<file path="config.mk">
export PLATFORM = sky130hd
export DESIGN_NAME = busseq_top
export DESIGN_NICKNAME = d
export VERILOG_FILES = /design/src/rtl/busseq_pkg.sv /design/src/rtl/busseq_ctrl.sv /design/src/rtl/busseq_dpath.sv /design/src/rtl/busseq_top.sv
export SDC_FILE = /design/constraint.sdc
export NUM_CORES = 1
export LEC_CHECK = 0
export ABC_AREA = 1
export BUFFER_PORTS_ARGS = -buffer_cell sky130_fd_sc_hd__buf_4
export CAP_MARGIN = 10
export CORE_ASPECT_RATIO = 1.5
export CORE_MARGIN = 8
export CORE_UTILIZATION = 40
export DETAILED_ROUTE_END_ITERATION = 7
export MAX_ROUTING_LAYER = met4
export PLACE_DENSITY = 0.75
export SETUP_SLACK_MARGIN = 0.3
export SYNTH_ARGS = -nofsm -noshare
export SYNTH_HDL_FRONTEND = slang
export SYNTH_SLANG_ARGS = --single-unit
</file>
<file path="constraint.sdc">
create_clock -name clk -period 1.7 [get_ports clk]
set_input_delay 0.085 -clock clk [delete_from_list [all_inputs] [get_ports clk]]
set_output_delay 0.085 -clock clk [all_outputs]
set_load 0.05 [all_outputs]
</file>
<file path="src/rtl/busseq_pkg.sv">
package busseq_pkg;

  localparam int PHASE_CNT = 12;
  localparam int HALF_CNT  = PHASE_CNT / 2;
  localparam int PH_W      = $clog2(PHASE_CNT);

  typedef enum logic [1:0] {
    OP_FETCH_INT = 2'd0,
    OP_FETCH_EXT = 2'd1,
    OP_READ      = 2'd2,
    OP_WRITE     = 2'd3
  } busOp_e;

  typedef struct packed {
    logic load;      // last clock of cycle: latch next request
    logic useData;   // current cycle is a data cycle
    logic drvAddr;   // lane carries low address
    logic drvData;   // lane carries write data
    logic capture;   // sample lane into read register
    logic ale;
    logic psen;
    logic rdStb;
    logic wrStb;
  } seqStrobe_t;

endpackage

</file>
<file path="src/rtl/busseq_ctrl.sv">
module busseq_ctrl
  import busseq_pkg::*;
(
  input  logic       clk,
  input  logic       rst,
  input  busOp_e     reqOp,
  input  logic       x2Req,
  output seqStrobe_t stb
);

  localparam logic [PH_W-1:0] LAST_NORM = PH_W'(PHASE_CNT - 1);
  localparam logic [PH_W-1:0] LAST_FAST = PH_W'(PHASE_CNT - 2);
  localparam logic [PH_W-1:0] HALF_PH   = PH_W'(HALF_CNT);
  localparam logic [PH_W-1:0] ADDR_END  = PH_W'(HALF_CNT / 2);  // exclusive
  localparam logic [PH_W-1:0] ALE_END   = PH_W'(HALF_CNT / 3);  // exclusive

  logic [PH_W-1:0] phase;
  logic [PH_W-1:0] subPhase;
  logic [PH_W-1:0] lastPh;
  logic            x2Cur;
  logic            secondHalf;
  logic            atEnd;
  logic            isData;
  busOp_e          curOp;

  assign lastPh     = x2Cur ? LAST_FAST : LAST_NORM;
  assign atEnd      = (phase == lastPh);
  assign secondHalf = (phase >= HALF_PH);
  assign subPhase   = secondHalf ? (phase - HALF_PH) : phase;
  assign isData     = (curOp == OP_READ) || (curOp == OP_WRITE);

  always_ff @(posedge clk) begin
    if (rst) begin
      phase <= '0;
      curOp <= OP_FETCH_INT;
      x2Cur <= 1'b0;
    end else if (atEnd) begin
      phase <= '0;
      curOp <= reqOp;
      x2Cur <= x2Req;
    end else begin
      phase <= phase + (x2Cur ? PH_W'(2) : PH_W'(1));
    end
  end

  always_comb begin
    stb         = '0;
    stb.load    = atEnd;
    stb.useData = isData;
    stb.ale     = (subPhase < ALE_END) && !(isData && secondHalf);
    stb.psen    = (curOp == OP_FETCH_EXT) && (subPhase >= ADDR_END);
    stb.rdStb   = (curOp == OP_READ)  && (phase >= ADDR_END);
    stb.wrStb   = (curOp == OP_WRITE) && (phase >= ADDR_END);
    stb.drvAddr = (subPhase < ADDR_END) &&
                  ((curOp == OP_FETCH_EXT) || (isData && !secondHalf));
    stb.drvData = (curOp == OP_WRITE) && (phase >= ADDR_END);
    stb.capture = (curOp == OP_READ) && atEnd;
  end

endmodule

</file>
<file path="src/rtl/busseq_dpath.sv">
module busseq_dpath
  import busseq_pkg::*;
#(
  parameter int ADDR_W = 16,
  parameter int DATA_W = 8
) (
  input  logic                 clk,
  input  logic                 rst,
  input  seqStrobe_t           stb,
  input  logic [ADDR_W-1:0]    reqPc,
  input  logic [ADDR_W-1:0]    reqAddr,
  input  logic                 reqWide,
  input  logic [ADDR_W-DATA_W-1:0] p2Reg,
  input  logic [DATA_W-1:0]    wrData,
  input  logic [DATA_W-1:0]    busIn,
  output logic [DATA_W-1:0]    adOut,
  output logic [ADDR_W-DATA_W-1:0] addrHi,
  output logic [DATA_W-1:0]    rdData,
  output logic                 rdValid
);

  localparam int HI_W = ADDR_W - DATA_W;

  logic [ADDR_W-1:0] pcQ;
  logic [ADDR_W-1:0] dataAddrQ;
  logic              wideQ;
  logic [HI_W-1:0]   p2Q;
  logic [DATA_W-1:0] wrQ;
  logic [DATA_W-1:0] lowByte;

  always_ff @(posedge clk) begin
    if (rst) begin
      pcQ       <= '0;
      dataAddrQ <= '0;
      wideQ     <= 1'b0;
      p2Q       <= '0;
      wrQ       <= '0;
    end else if (stb.load) begin
      pcQ       <= reqPc;
      dataAddrQ <= reqAddr;
      wideQ     <= reqWide;
      p2Q       <= p2Reg;
      wrQ       <= wrData;
    end
  end

  always_ff @(posedge clk) begin
    if (rst) begin
      rdData  <= '0;
      rdValid <= 1'b0;
    end else begin
      rdValid <= stb.capture;
      if (stb.capture) rdData <= busIn;
    end
  end

  assign lowByte = stb.useData ? dataAddrQ[DATA_W-1:0] : pcQ[DATA_W-1:0];
  assign adOut   = stb.drvData ? wrQ : lowByte;

  always_comb begin
    if (!stb.useData)  addrHi = pcQ[ADDR_W-1:DATA_W];
    else if (wideQ)    addrHi = dataAddrQ[ADDR_W-1:DATA_W];
    else               addrHi = p2Q;
  end

endmodule

</file>
<file path="src/rtl/busseq_top.sv">
module busseq_top
  import busseq_pkg::*;
#(
  parameter int ADDR_W = 16,
  parameter int DATA_W = 8
) (
  input  logic                     clk,
  input  logic                     rst,
  input  logic                     x2Mode,
  input  logic [1:0]               reqOp,
  input  logic [ADDR_W-1:0]        reqPc,
  input  logic [ADDR_W-1:0]        reqAddr,
  input  logic                     reqWide,
  input  logic [ADDR_W-DATA_W-1:0] p2Reg,
  input  logic [DATA_W-1:0]        wrData,
  input  logic [DATA_W-1:0]        busIn,
  output logic                     mcEnd,
  output logic                     ale,
  output logic                     psenN,
  output logic                     rdN,
  output logic                     wrN,
  output logic [DATA_W-1:0]        adOut,
  output logic                     adOe,
  output logic [ADDR_W-DATA_W-1:0] addrHi,
  output logic [DATA_W-1:0]        rdData,
  output logic                     rdValid
);

  localparam int HI_W = ADDR_W - DATA_W;

  seqStrobe_t        stb;
  logic [DATA_W-1:0] adRaw;
  logic [HI_W-1:0]   hiRaw;

  busseq_ctrl u_ctrl (
    .clk   (clk),
    .rst   (rst),
    .reqOp (busOp_e'(reqOp)),
    .x2Req (x2Mode),
    .stb   (stb)
  );

  busseq_dpath #(.ADDR_W(ADDR_W), .DATA_W(DATA_W)) u_dpath (
    .clk     (clk),
    .rst     (rst),
    .stb     (stb),
    .reqPc   (reqPc),
    .reqAddr (reqAddr),
    .reqWide (reqWide),
    .p2Reg   (p2Reg),
    .wrData  (wrData),
    .busIn   (busIn),
    .adOut   (adRaw),
    .addrHi  (hiRaw),
    .rdData  (rdData),
    .rdValid (rdValid)
  );

  assign mcEnd  = !rst && stb.load;
  assign ale    = !rst && stb.ale;
  assign psenN  = rst || !stb.psen;
  assign rdN    = rst || !stb.rdStb;
  assign wrN    = rst || !stb.wrStb;
  assign adOe   = !rst && (stb.drvAddr || stb.drvData);
  assign adOut  = rst ? '0 : adRaw;
  assign addrHi = rst ? '0 : hiRaw;

endmodule

</file>
==> metrics, run 1 <==
worst reg-to-reg setup slack 0.08 ns; MaxCap Viol Count 0; vias in the first global route roughly 3500; actual slew at the worst max-slew pin 0.276 ns; core area 0.00718 mm²; Hold Crit Depth 4; reg2reg start u_ctrl.x2Cur; unrepaired setup endpoints after global routing true; Tmin final 1.67 ns; Worst setup EP type primary output; Crit Path Category reg2out; Clock Path Buffers 2; crit path DAT 1.58 ns; H-tree levels 3; Mean Syn Cell Area 6.89 µm²; DRT antenna net count 0; Root Buffer clkbuf_8; dominant delay contributor by cell family on the critical path simple AND/OR/NAND/NOR gates; Static Leak 2.50 nW; Seq/Total Area, Yosys 0.443; CP startpoint kind flip-flop; Final Cell Area 0.00532 mm²; R2R Path End u_dpath.wrQ[7]; antenna violations before repair 0; synthesized cell area 0.00293 mm²; CTS Sinks between 60 and 70; Worst Reg-to-Reg Cells 9; share of cells above drive strength 1 0.365; startpoint of the worst hold path rst; Skew-Pair Late Insertion Delay 0.35 ns; NumNets Final 669; Final Worst Setup Slack ~0.035 ns; Hold Crit Class in2reg; wire length per cell 16.1 µm; Final Hold Fails 0; Clock Pin Slew Worst Setup and Hold Paths roughly 0.07 ns; Die H 121 µm; DR DRC count 0; Fmax achieved 601 MHz; die area 0.0104 mm²; CP bufs+invs 1; largest net degree at the start of global routing 25; worst slack, placed 0.0995 ns; all-layer global routing usage 0.213; Vias 3542; TritonCTS clock tree yes; crit path launch u_ctrl.phase[2]; worst vdd ir 0.494 mV; setup violators final 0; slowest stage delay, CP 0.38 ns; PwrDens 615 mW/mm²; Yosys cell types 25; initial DRC count 232; first-pass GRT wire length 17.0 mm; status complete, no violations; Syn Nets 491; synthesis-to-layout area growth 81.3%; slowest stage cell, crit path dfxtp_4; RePlAce Congestion 0.917; Rows 38; clock buffer count from CTS 9; Warnings, synthesis 0; setup skew after layout 0.00635 ns; First-pass DRT Iterations 5; Initial Utilization 0.409; buffers added on ports 92; flip-flop and latch count after synthesis 65; post-DP HPWL roughly 5.9 mm; Routed WL 11.4 mm; WHS Endpoint u_dpath.rdData[0]; Slew headroom 0.816; Syn Inst Count 426; vias per cell 5.00; most frequent cells in the layout 127 x nand2_1, 85 x buf_4, 61 x dlygate4sd3_1; crit-path cells nor2_4, nand2_4, nand3_1, nand2_1, nor2_4, buf_6; max-slew violations 0; most common cell after layout, fill and taps aside nand2_1; IO Count 93; grt ovf 0; period utilisation layout 0.979; area of placed instances 0.00381 mm²; critical path required time 1.62 ns; antenna fix cells 0; Die Wd approximately 86 µm; Top cell by count, worst path nor2_4; Crit Path Max Fanout 9
-- how the worst max path moves through the flow --
stage | endpoint | slack, ns | cells after the start
finish | adOut[4] | 0.03 | 6
global route | adOut[4] | -0.05 | 6
CTS | mcEnd | 0.15 | 5
detailed placement | u_dpath.wrQ[1] | 0.1 | 8
global placement | u_ctrl.curOp[1] | 0.16 | 8
floorplan | adOe | 0.26 | 5
-- worst reg2reg max path, cell delays in order, from the launching register on --
cell and delay (ns):
dfxtp_2 0.36, inv_4 0.05, ha_4 0.23, nor2_4 0.13, nand2_4 0.08, nor2_8 0.13
buf_4 0.15, bufbuf_16 0.25, nand2_1 0.05, o21ai_1 0.10
-- stage by stage --
step                hold slack (ns)  TNS (ns)  utilization  total power, mW  instances
floorplan                     0.157         0            -             1.67        426
detailed placement            0.276         0        0.531             1.81        608
CTS                           0.163         0        0.716             3.22        702
global placement              0.274         0        0.531             1.81        608
finish                        0.180         0        0.741             3.27        709
global route                  0.202   -0.0498        0.741             3.37        709
-- synth_stat cells (all sizes together) --
cell	count	area (µm²)
clkbuf	4	15.0
o211ai	8	60.1
xor2	1	8.76
buf	19	131
o21ai	28	140
inv	42	158
nand2	149	569
dfxtp	65	1300
clkinv	1	3.75
nand3	55	280
nor2	49	208
ha	2	25.0
fa	1	20.0
a21oi	2	13.8
-- where the power goes --
group          total, mW  internal (mW)  switching [mW]
Clock               1.29          0.714           0.575
Combinational      0.441          0.257           0.183
Sequential          1.54           1.52          0.0159
Total               3.27           2.50           0.774
-- cell families (layout without fill, tap and decap cells) --
family	count (synthesis)	in the layout	synth area share
AOI/OAI and AO/OA	38	38	0.0729
xor gates and xnor gates	1	1	0.00299
adders and majority gates	3	3	0.0154
buffers and inverters	66	248	0.105
DFF	65	65	0.443
and+or+nand+nor	253	254	0.360
-- per-layer routing --
metal,vias to the layer above,global-route usage,routed length (µm)
met5,-,-,0
met4,0,0.112,421
met3,39,0.0353,588
met2,156,0.384,6260
met1,1651,0.213,4150
li1,1696,-,-
-- sequential cells by signal, indices dropped and copies added, names as in the netlist --
| signal | flops |
|---|---|
| u_dpath.p2Q | 8 |
| u_ctrl.phase | 4 |
| u_ctrl.x2Cur | 1 |
| u_dpath.wrQ | 8 |
| u_dpath.rdValid | 1 |
| u_dpath.pcQ | 16 |
| u_dpath.dataAddrQ | 16 |
| u_dpath.wideQ | 1 |
| u_ctrl.curOp | 2 |
| u_dpath.rdData | 8 |
-- area by class of cell --
class                   count  area, µm²
clock inverters             3       40.0
repair buffers            188       1870
flip-flops and latches     65       1330
repair inverters            1       6.26
clock buffers              13        149
inverters                  43        169
well taps                 100        125
multi-input cells         296       1630
fillers                   449       1860
-- timing repair --
item	4_1_cts	5_1_grt
hold buffers	61	0
endpoints found under the setup margin	82	86
endpoints found under the hold margin	61	0
pin swaps	20	13
buffers inserted	12	6
gates cloned	5	1
resized for setup	109	40
No activity file was read; power rests on OpenSTA's default activity.
==> inputs of run 2 (changes only) <==
- CTS_CLUSTER_SIZE: default -> 40
- REMOVE_ABC_BUFFERS: default -> 1
==> metrics, run 2 (same netlist as run 1, synthesis figures left out) <==
vias in the first global route 3576; setup skew after layout 0.0121 ns; most frequent cells in the layout 123 x nand2_1, 86 x buf_4, 61 x dlygate4sd3_1; Die Wd 85.9 µm; Root Buffer clkbuf_8; Die H 121 µm; crit path DAT roughly 1.6 ns; Hold Crit Class in2reg; Static Leak 2.52 nW; setup violators final 0; gr busiest metal met2; wire length per cell 15.7 µm; WHS 0.262 ns; grt ovf 0; Crit Path Max Fanout 4; all-layer global routing usage 0.209; max-slew violations 0; PwrDens 606 mW/mm²; die area 0.0104 mm²; post-DP HPWL 5.77 mm; share of cells above drive strength 1 0.360; MaxCap Viol Count 0; antenna fix cells 0; Top cell by count, worst path nor2_1; Final Hold Fails 0; met2 Resource Use GR 0.385; CP startpoint kind flip-flop; met1 GRT Util 0.207; Routed WL 11.1 mm; setup TNS 0 ns; Fmax achieved between 500 and 600 MHz; area of placed instances 0.00374 mm²; multi-input logic area roughly 0.0016 mm²; unrepaired setup endpoints after global routing true; crit-path cells nor2_4, buf_4, a21oi_4, nor2_1, nor2_1, buf_6; Hold Crit Depth 5; worst vdd ir 0.571 mV; RePlAce Congestion around 0.83; most common cell after layout, fill and taps aside nand2_1; clock share of power 0.382; Storage cell area 0.00132 mm²; largest net degree at the start of global routing 33; met3 GRT Util 0.0319; Clock Path Buffers 2; IO Count 93; Final Cell Area around 0.0053 mm²; initial DRC count 263; Clock Pin Slew Worst Setup and Hold Paths about 0.090 ns; DRT antenna net count 0; Slew headroom 0.861; core area 0.00718 mm²; Initial Utilization 0.409; status complete, no violations; First-pass DRT Iterations 5; actual slew at the worst max-slew pin between 0.2 and 0.25 ns; Internal 2.33 mW; Worst setup EP type primary output; synthesis-to-layout area growth 80.7%; Net Switching 0.877 mW; clock buffer count from CTS 9; DR DRC count 0; CTS Sinks 65; Crit Path Category reg2out; buffers added on ports 92; Gate power share 0.139; Vias 3513; critical path required time 1.62 ns; slowest stage cell, crit path dfxtp_2; Tmin final 1.67 ns; first-pass GRT wire length 16.8 mm; NumNets Final between 600 and 700; Rows 38; period utilisation layout 0.985; Reg power frac 0.479; switching share of power 0.273; TritonCTS clock tree yes; Worst Reg-to-Reg Cells 9; vias per cell 4.95; slowest stage delay, CP 0.38 ns; top flop regs u_dpath.dataAddrQ x16, u_dpath.pcQ x16; FILL cells 499; Skew-Pair Late Insertion Delay 0.36 ns; antenna violations before repair 0; H-tree levels 3
## run 2: cell types whose count changed in the layout (fill, tap and decap cells not counted), sizes merged
cell,before,now
inv,43,46
bufbuf,1,2
a21oi,2,3
buf,126,124
clkinvlp,0,2
clkbuf,13,10
nand2,149,150
clkinv,3,2
bufinv,1,0
nand3,56,55
## run 2: power by group through the flow
stage	Clock, mW	Combinational [mW]	Sequential, mW
floorplan	0	0.0780	1.57
detailed placement	0	0.239	1.57
CTS	1.23	0.398	1.53
global placement	0	0.235	1.57
global route	1.32	0.474	1.54
finish	1.23	0.447	1.54
## run 2: layer usage
metal / routed length, µm / vias to the layer above
met5: 0 / -
met1: 4020 / 1684
met4: 406 / 0
met3: 386 / 30
met2: 6280 / 111
li1: - / 1688
## run 2: cell type report
type / count / share of cell area
timing repair buffer: 188 / 0.355
sequential: 65 / 0.250
clock inverter: 7 / 0.0111
tap: 100 / 0.0236
inverter: 43 / 0.0319
clock buffer: 9 / 0.0234
multi-input combinational: 297 / 0.305
## run 2: final timing paths
check,to,slack [ns],from
worst max-delay path,adOut[4],0.03,u_ctrl.phase[2]
worst min-delay path,u_dpath.dataAddrQ[4],0.26,rst
worst max register to register,u_dpath.pcQ[1],0.08,u_ctrl.x2Cur
worst min register to register,u_dpath.wrQ[3],0.46,u_dpath.wrQ[3]
## run 2: worst max-delay path, delay by kind of cell, from the launching register on
kind | cells | cell delay (ns)
buf+inv | 2 | 0.34
compound gates | 1 | 0.19
simple gates | 3 | 0.31
flops | 1 | 0.38
## run 2: per-stage QoR
step | instances | util | setup WS [ns] | power [mW]
after floorplan | 403 | - | -0.549 | 1.65
after global placement | 608 | 0.521 | 0.131 | 1.81
after detailed placement | 608 | 0.521 | 0.0859 | 1.81
after CTS | 703 | 0.703 | 0.0826 | 3.16
after global routing | 709 | 0.738 | -0.0213 | 3.33
final | 709 | 0.738 | 0.0261 | 3.21
## run 2: repair_timing
action / in CTS / in global routing
pin swaps: 15 / 25
gates cloned: 6 / 1
hold endpoints to repair: 61 / 0
resized for setup: 80 / 60
endpoints found under the setup margin: 87 / 86
hold buffers: 61 / 0
setup buffers: 12 / 5
